--- src/rtl/macreg_pkg.sv ---
package macreg_pkg;
  localparam int DATA_W   = 32;
  localparam int NUM_REGS = 21;
  localparam int IGN_LO   = 24;
  localparam int IGN_HI   = 31;
  localparam int RXC_BASE = 32;
  localparam int TXC_BASE = 64;

  localparam int R_MODE = 0,  R_ADLO = 1,  R_ADHI = 2,  R_HSLO = 3,  R_HSHI = 4;
  localparam int R_VLA  = 5,  R_VLB  = 6,  R_WAKE = 7,  R_SCTL = 8,  R_SSTA = 9;
  localparam int R_RXST = 10, R_RXSK = 11, R_RXIE = 12, R_TXST = 13, R_TXSK = 14;
  localparam int R_TXIE = 15, R_CCTL = 16, R_CRXS = 17, R_CRXE = 18, R_CTXS = 19;
  localparam int R_CTXE = 20;

  localparam int MODE_RX_EN = 0;
  localparam int MODE_TX_EN = 1;
  localparam int DONE_BIT   = 31;
  localparam int CLR_BIT    = 0;

  localparam logic [DATA_W-1:0] WAKE_W1C = 32'h0000_0F20;
  localparam logic [DATA_W-1:0] SSTA_W1C = 32'h0000_00E1;

  typedef enum logic [2:0] {K_REG, K_IGN, K_RXC, K_TXC, K_BAD} acc_kind_t;

  function automatic logic [DATA_W-1:0] reset_of(input int i);
    case (i)
      R_ADLO:              return 32'hFFFF_FFFF;
      R_ADHI, R_VLA, R_VLB: return 32'h0000_FFFF;
      R_SCTL:              return 32'h0000_3F00;
      R_CCTL:              return 32'h0000_000A;
      default:             return '0;
    endcase
  endfunction

  function automatic logic [DATA_W-1:0] plain_of(input int i);
    case (i)
      R_WAKE:                                    return ~WAKE_W1C;
      R_CCTL:                                    return ~(32'h1 << CLR_BIT);
      R_SSTA, R_RXST, R_RXSK, R_TXST, R_TXSK,
      R_CRXS, R_CTXS:                            return '0;
      default:                                   return '1;
    endcase
  endfunction

  function automatic logic [DATA_W-1:0] w1c_of(input int i);
    case (i)
      R_WAKE:                         return WAKE_W1C;
      R_SSTA:                         return SSTA_W1C;
      R_RXSK, R_TXSK, R_CRXS, R_CTXS: return '1;
      default:                        return '0;
    endcase
  endfunction

  // Next value of one register word: write, then write-one-clear, then
  // event clear; datapath sets take priority over all of them.
  function automatic logic [DATA_W-1:0] field_next(
      input logic [DATA_W-1:0] q, input logic wr, input logic [DATA_W-1:0] wd,
      input logic [DATA_W-1:0] plain, input logic [DATA_W-1:0] w1c,
      input logic [DATA_W-1:0] clr, input logic [DATA_W-1:0] set);
    logic [DATA_W-1:0] n;
    n = wr ? ((q & ~plain) | (wd & plain)) : q;
    n = n & ~(wr ? (wd & w1c) : '0);
    n = n & ~clr;
    return n | set;
  endfunction
endpackage

--- src/rtl/macreg_decode.sv ---
module macreg_decode import macreg_pkg::*; #(
  parameter int ADDR_W = 7,
  parameter int N_RX   = 8,
  parameter int N_TX   = 8
) (
  input  logic [ADDR_W-1:0] addr,
  output acc_kind_t         kind,
  output logic [ADDR_W-1:0] idx
);
  int unsigned a;
  always_comb begin
    a    = 32'(addr);
    kind = K_BAD;
    idx  = '0;
    if (a < NUM_REGS) begin
      kind = K_REG;
      idx  = addr;
    end else if (a >= IGN_LO && a <= IGN_HI) begin
      kind = K_IGN;
    end else if (a >= RXC_BASE && a < RXC_BASE + N_RX) begin
      kind = K_RXC;
      idx  = ADDR_W'(a - RXC_BASE);
    end else if (a >= TXC_BASE && a < TXC_BASE + N_TX) begin
      kind = K_TXC;
      idx  = ADDR_W'(a - TXC_BASE);
    end
  end
endmodule

--- src/rtl/macreg_field.sv ---
module macreg_field import macreg_pkg::*; #(
  parameter logic [DATA_W-1:0] RST   = '0,
  parameter logic [DATA_W-1:0] PLAIN = '0,
  parameter logic [DATA_W-1:0] W1C   = '0
) (
  input  logic              clk,
  input  logic              rst_n,
  input  logic              wr,
  input  logic [DATA_W-1:0] wdata,
  input  logic [DATA_W-1:0] set,
  input  logic [DATA_W-1:0] clr,
  output logic [DATA_W-1:0] q
);
  always_ff @(posedge clk) begin
    if (!rst_n) q <= RST;
    else        q <= field_next(q, wr, wdata, PLAIN, W1C, clr, set);
  end
endmodule

--- src/rtl/macreg_cnt_bank.sv ---
module macreg_cnt_bank #(
  parameter int N      = 8,
  parameter int W      = 32,
  parameter int DW     = 32,
  parameter int IDX_W  = (N > 1) ? $clog2(N) : 1
) (
  input  logic             clk,
  input  logic             rst_n,
  input  logic             clr,
  input  logic             wr_en,
  input  logic [IDX_W-1:0] wr_idx,
  input  logic [DW-1:0]    wr_data,
  input  logic [N-1:0]     inc,
  output logic [W-1:0]     cnt [N]
);
  genvar g;
  generate
    for (g = 0; g < N; g++) begin : g_cnt
      always_ff @(posedge clk) begin
        if (!rst_n)                                  cnt[g] <= '0;
        else if (clr)                                cnt[g] <= '0;
        else if (wr_en && wr_idx == IDX_W'(g))       cnt[g] <= wr_data[W-1:0];
        else if (inc[g])                             cnt[g] <= cnt[g] + 1'b1;
      end
    end
  endgenerate
endmodule

--- src/rtl/macreg_top.sv ---
module macreg_top import macreg_pkg::*; #(
  parameter int ADDR_W = 7,
  parameter int N_RX   = 8,
  parameter int N_TX   = 8,
  parameter int CNT_W  = 32
) (
  input  logic              clk,
  input  logic              rst_n,
  input  logic              bus_en,
  input  logic              bus_wr,
  input  logic [ADDR_W-1:0] bus_addr,
  input  logic [31:0]       bus_wdata,
  output logic [31:0]       bus_rdata,
  output logic              bus_rvalid,
  output logic              bus_err,
  input  logic [31:0]       sys_evt_set,
  input  logic [31:0]       wake_evt_set,
  input  logic [31:0]       rx_evt_set,
  input  logic [31:0]       tx_evt_set,
  input  logic [31:0]       cnt_rx_irq_set,
  input  logic [31:0]       cnt_tx_irq_set,
  input  logic [N_RX-1:0]   rx_cnt_inc,
  input  logic [N_TX-1:0]   tx_cnt_inc,
  output logic [31:0]       mode_o,
  output logic [47:0]       sta_addr_o,
  output logic [63:0]       hash_o,
  output logic [31:0]       vlan_a_o,
  output logic [31:0]       vlan_b_o,
  output logic [31:0]       sys_ctl_o,
  output logic [31:0]       wake_ctl_o,
  output logic [31:0]       rx_irq_en_o,
  output logic [31:0]       tx_irq_en_o,
  output logic [31:0]       cnt_rx_irq_en_o,
  output logic [31:0]       cnt_tx_irq_en_o
);
  localparam int RX_IDX_W  = (N_RX > 1) ? $clog2(N_RX) : 1;
  localparam int TX_IDX_W  = (N_TX > 1) ? $clog2(N_TX) : 1;
  localparam int REG_IDX_W = $clog2(NUM_REGS);

  acc_kind_t          acc_kind;
  logic [ADDR_W-1:0]  acc_idx;
  logic               wr_hit, rd_hit;
  logic [NUM_REGS-1:0] reg_wr;
  logic [DATA_W-1:0]  regq    [NUM_REGS];
  logic [DATA_W-1:0]  set_vec [NUM_REGS];
  logic [DATA_W-1:0]  clr_vec [NUM_REGS];
  logic               rx_rise, tx_rise, cnt_clr, cnt_nonzero;
  logic [DATA_W-1:0]  rx_stat_q;
  logic [CNT_W-1:0]   rx_cnt [N_RX];
  logic [CNT_W-1:0]   tx_cnt [N_TX];
  logic [DATA_W-1:0]  rd_word;

  macreg_decode #(.ADDR_W(ADDR_W), .N_RX(N_RX), .N_TX(N_TX)) u_dec (
    .addr(bus_addr), .kind(acc_kind), .idx(acc_idx)
  );

  assign wr_hit = bus_en && bus_wr;
  assign rd_hit = bus_en && !bus_wr;

  always_comb begin
    for (int i = 0; i < NUM_REGS; i++)
      reg_wr[i] = wr_hit && (acc_kind == K_REG) && (acc_idx == ADDR_W'(i));
  end

  // Events derived from the bus write, named for the checker.
  assign rx_rise = reg_wr[R_MODE] && !regq[R_MODE][MODE_RX_EN] && bus_wdata[MODE_RX_EN];
  assign tx_rise = reg_wr[R_MODE] && !regq[R_MODE][MODE_TX_EN] && bus_wdata[MODE_TX_EN];
  assign cnt_clr = reg_wr[R_CCTL] && bus_wdata[CLR_BIT];

  always_comb begin
    for (int i = 0; i < NUM_REGS; i++) begin
      set_vec[i] = '0;
      clr_vec[i] = '0;
    end
    set_vec[R_WAKE] = wake_evt_set & WAKE_W1C;
    set_vec[R_SSTA] = sys_evt_set;
    set_vec[R_RXST] = rx_evt_set;
    set_vec[R_RXSK] = rx_evt_set;
    set_vec[R_TXST] = tx_evt_set;
    set_vec[R_TXSK] = tx_evt_set;
    set_vec[R_CRXS] = cnt_rx_irq_set;
    set_vec[R_CTXS] = cnt_tx_irq_set;
    clr_vec[R_RXST] = DATA_W'(rx_rise) << DONE_BIT;
    clr_vec[R_TXST] = DATA_W'(tx_rise) << DONE_BIT;
  end

  genvar gi;
  generate
    for (gi = 0; gi < NUM_REGS; gi++) begin : g_reg
      macreg_field #(
        .RST(reset_of(gi)), .PLAIN(plain_of(gi)), .W1C(w1c_of(gi))
      ) u_fld (
        .clk(clk), .rst_n(rst_n), .wr(reg_wr[gi]), .wdata(bus_wdata),
        .set(set_vec[gi]), .clr(clr_vec[gi]), .q(regq[gi])
      );
    end
  endgenerate

  macreg_cnt_bank #(.N(N_RX), .W(CNT_W), .DW(DATA_W)) u_rxc (
    .clk(clk), .rst_n(rst_n), .clr(cnt_clr),
    .wr_en(wr_hit && acc_kind == K_RXC), .wr_idx(acc_idx[RX_IDX_W-1:0]),
    .wr_data(bus_wdata), .inc(rx_cnt_inc), .cnt(rx_cnt)
  );

  macreg_cnt_bank #(.N(N_TX), .W(CNT_W), .DW(DATA_W)) u_txc (
    .clk(clk), .rst_n(rst_n), .clr(cnt_clr),
    .wr_en(wr_hit && acc_kind == K_TXC), .wr_idx(acc_idx[TX_IDX_W-1:0]),
    .wr_data(bus_wdata), .inc(tx_cnt_inc), .cnt(tx_cnt)
  );

  always_comb begin
    cnt_nonzero = 1'b0;
    for (int i = 0; i < N_RX; i++) cnt_nonzero = cnt_nonzero || (rx_cnt[i] != '0);
    for (int i = 0; i < N_TX; i++) cnt_nonzero = cnt_nonzero || (tx_cnt[i] != '0);
  end

  always_comb begin
    case (acc_kind)
      K_REG:   rd_word = regq[acc_idx[REG_IDX_W-1:0]];
      K_RXC:   rd_word = DATA_W'(rx_cnt[acc_idx[RX_IDX_W-1:0]]);
      K_TXC:   rd_word = DATA_W'(tx_cnt[acc_idx[TX_IDX_W-1:0]]);
      default: rd_word = '0;
    endcase
  end

  always_ff @(posedge clk) begin
    if (!rst_n) begin
      bus_rdata  <= '0;
      bus_rvalid <= 1'b0;
      bus_err    <= 1'b0;
    end else begin
      bus_rvalid <= rd_hit;
      bus_err    <= bus_en && (acc_kind == K_BAD);
      bus_rdata  <= rd_hit ? rd_word : '0;
    end
  end

  assign rx_stat_q       = regq[R_RXST];
  assign mode_o          = regq[R_MODE];
  assign sta_addr_o      = {regq[R_ADHI][15:0], regq[R_ADLO]};
  assign hash_o          = {regq[R_HSHI], regq[R_HSLO]};
  assign vlan_a_o        = regq[R_VLA];
  assign vlan_b_o        = regq[R_VLB];
  assign sys_ctl_o       = regq[R_SCTL];
  assign wake_ctl_o      = regq[R_WAKE];
  assign rx_irq_en_o     = regq[R_RXIE];
  assign tx_irq_en_o     = regq[R_TXIE];
  assign cnt_rx_irq_en_o = regq[R_CRXE];
  assign cnt_tx_irq_en_o = regq[R_CTXE];
endmodule

--- config.mk ---
export PLATFORM = sky130hd
export DESIGN_NAME = macreg_top
export DESIGN_NICKNAME = d
export VERILOG_FILES = /design/src/rtl/macreg_pkg.sv /design/src/rtl/macreg_decode.sv /design/src/rtl/macreg_field.sv /design/src/rtl/macreg_cnt_bank.sv /design/src/rtl/macreg_top.sv
export SDC_FILE = /design/constraint.sdc
export NUM_CORES = 2
export LEC_CHECK = 0
export CAP_MARGIN = 0
export CORE_MARGIN = 4
export CORE_UTILIZATION = 37
export DETAILED_ROUTE_END_ITERATION = 10
export PLACE_DENSITY = 0.52
export SLEW_MARGIN = 10
export SYNTH_ARGS = -nofsm -noshare
export SYNTH_HDL_FRONTEND = slang
export SYNTH_SLANG_ARGS = --single-unit
export TNS_END_PERCENT = 5
--- constraint.sdc ---
create_clock -name clk -period 8.2 [get_ports clk]
set_input_delay 1.23 -clock clk [delete_from_list [all_inputs] [get_ports clk]]
set_output_delay 1.23 -clock clk [all_outputs]
set_load 0.02 [all_outputs]
==> flow_metrics.tcl <==
set metrics [dict create \
    postLayoutCoreUtil_pct 44.7 \
    cts.htree.levels 4 \
    antenna_found_initial 36 \
    end_kind "flop" \
    slew_headroom_pct 12.6 \
    cts_tree "built" \
    hold_path_class "flop to flop" \
    fin_crit_sh_pct 64.6 \
    syn_avg_cell_area_um2 8.12 \
    p_comb_share_pct 10.6 \
    drt.antenna.violating_nets 0 \
    grt_pass1_wl_um 410000 \
    clock-root-buffer "clkbuf_16" \
    final_common_cell "dfxtp_1" \
    setup_ws_ns 2.91 \
    skew_ns 0.0287 \
    drc 0 \
    gp_congestion 0.905 \
    whs_ns 0.461 \
    worst_slew_pin_slew_ns 1.30 \
    postSynthCellCount 7579 \
    grt.total_usage_pct 32.1 \
    detailed_place_hpwl_um 197000 \
    gr-total-overflow 0 \
    clk_latency_ns 0.81 \
    fp.dieH_um 416 \
    cts_resized 0 \
    rsz0062_at_grt "false" \
    synth_edf_count 0 \
    cts_setup_buffers 0 \
    dp_worst_setup_slack_ns 2.31 \
    drt_pass1_iterations 5 \
    crit_arrival_ns 6.00 \
    cts_sinks 1217 \
    final_nets 8107 \
    start_util_pct 37.3 \
    area_delta_synth_final_pct 20.0 \
    synthArstFlopShare_pct 0 \
    swShare_pct 27.2 \
    grt_max_degree 235 \
    setup_violations 0 \
    io_buffers 657 \
    clk_path_buf_depth 3 \
    start_kind "primary input" \
    p_leak_nw 25.9 \
    setup_tns_ns 0 \
    routed_wl_um 289000 \
    ys_seq_area_share_pct 39.6 \
    cp.required_ns 8.91 \
    p_int_mw 10.2 \
    viasPerCell 5.81 \
    finalMaxSlewViolations 0 \
    worstSetupStartpoint "bus_addr[5]" \
    syn_area_um2 61500 \
    die_w_um 416 \
    clock_power_share_pct 45.9 \
    p_seq_share_pct 43.5 \
    num_io_pins 685 \
    r2r_start "u_rxc.cnt[99]$_SDFFE_PP0P_" \
    hold_path.startpoint "g_reg[10].u_fld.q[4]$_SDFF_PN0_" \
    layout-drive-gt1-share_pct 6.99 \
    holdBufCountCts 0 \
    num_vias 58900 \
    die_area_um2 173000 \
    crit_type "primary input to flop" \
    maxCapViolations 0 \
    fin_crit_ns 5.29 \
    clkTransAtPathRegs_ns 0.06 \
    vdd_drop_max_mv 0.226 \
    p_switching_mw 3.82 \
    rows 149 \
    core_area_um2 165000 \
    yosys_most_used_dff "dfxtp_1" \
    p_per_area_nw_per_um2 190 \
    yosysWarnings 0 \
    grt_pass1_vias 55200 \
    hold_viol 0 \
    ys_seq_elements 1217 \
    crit_fanout 21 \
    drt_iter0_drc 6313 \
    status "completed" \
    syn_nets 7851 \
    cts-buffers-inserted 145 \
    final_cell_mix "dfxtp_1, nand2_1, nor2_1" \
    synth_cell_types 91 \
    fmax_ghz 0.189 \
    wl_per_cell_um 28.5 \
]
==> cells by family (layout without fill, tap and decap cells) <==
logic type	count (synthesis)	after routing	synth area share (%)
adder cells (fa/ha/maj)	21	21	0.427
buffers and inverters	785	1144	5.48
multiplexers	268	268	4.84
AO/OA/AOI/OAI	2014	2014	22.8
AND/OR/NAND/NOR	2780	2780	19.9
flip-flops	1217	1217	39.6
XOR/XNOR	494	494	7.03
other	0	19	0
==> path summary, 6_finish.rpt <==
kind | slack (ns) | to | depth (start not counted)
max | 2.91 | bus_rdata[22]$_SDFF_PN0_ | 10
min | 0.46 | g_reg[10].u_fld.q[4]$_SDFF_PN0_ | 1
max reg2reg | 5.29 | u_rxc.cnt[121]$_SDFFE_PP0P_ | 7
min reg2reg | 0.46 | g_reg[10].u_fld.q[4]$_SDFF_PN0_ | 1
==> sequential cells by signal (all words and copies together) (netlist names) <==
name        flops
bus_err         1
bus_rdata      32
bus_rvalid      1
g.u_fld.q     671
u_rxc.cnt     256
u_txc.cnt     256
==> synth_stat cells (209+ instances only) <==
cell type	instances	share of area (%)
a211oi_1	426	5.2
a21boi_0	342	4.2
a21oi_1	337	2.7
clkbuf_1	416	2.5
dfxtp_1	1217	40
mux2i_1	217	3.5
nand2_1	1175	7.2
nand3_1	286	2.3
nor2_1	813	5.0
o22ai_1	209	2.1
xnor2_1	229	3.3
xor2_1	265	3.8
==> stage by stage <==
step | power (mW) | area (µm²) | cells
finish | 14.1 | 73800 | 10100
global route | 14.4 | 73800 | 10100
CTS | 14.1 | 73800 | 10100
detailed placement | 7.70 | 69200 | 9877
global placement | 7.69 | 69200 | 9877
floorplan | 7.02 | 61500 | 7579
==> metal layers <==
layer / track usage [%] / vias to the layer above / part of all wire [%]
met5: 0 / - / 0.026
met4: 17.7 / 16 / 6.1
met3: 8.71 / 556 / 9.1
met2: 49.4 / 2504 / 44
met1: 40.8 / 28700 / 41
li1: - / 27200 / -
==> layout make-up <==
type | instances | area [µm²]
diodes | 19 | 47.5
clock buffers | 226 | 4340
clock inverters | 24 | 285
fillers | 16400 | 91300
inverters | 94 | 353
multi-input cells | 5577 | 34100
flip-flops and latches | 1217 | 24400
well taps | 2189 | 2740
repair buffers | 800 | 7620
==> power by group through the flow <==
| stage | Clock (mW) | Combinational, mW | Sequential [mW] |
|---|---|---|---|
| floorplan | 0 | 0.796 | 6.23 |
| global placement | 0 | 1.45 | 6.24 |
| detailed placement | 0 | 1.45 | 6.24 |
| CTS | 6.53 | 1.46 | 6.11 |
| global route | 6.78 | 1.54 | 6.13 |
| finish | 6.45 | 1.49 | 6.12 |
==> critical path, cell delays in order <==
cell,delay (ns)
clkdlybuf4s50_1,0.51
inv_1,0.16
ha_1,0.19
nor4b_4,0.23
o211a_1,0.66
nand4_1,0.89
or3_1,1.06
o22ai_1,0.84
a21oi_1,0.09
o211ai_1,0.12
No activity file was read; power rests on OpenSTA's default activity.
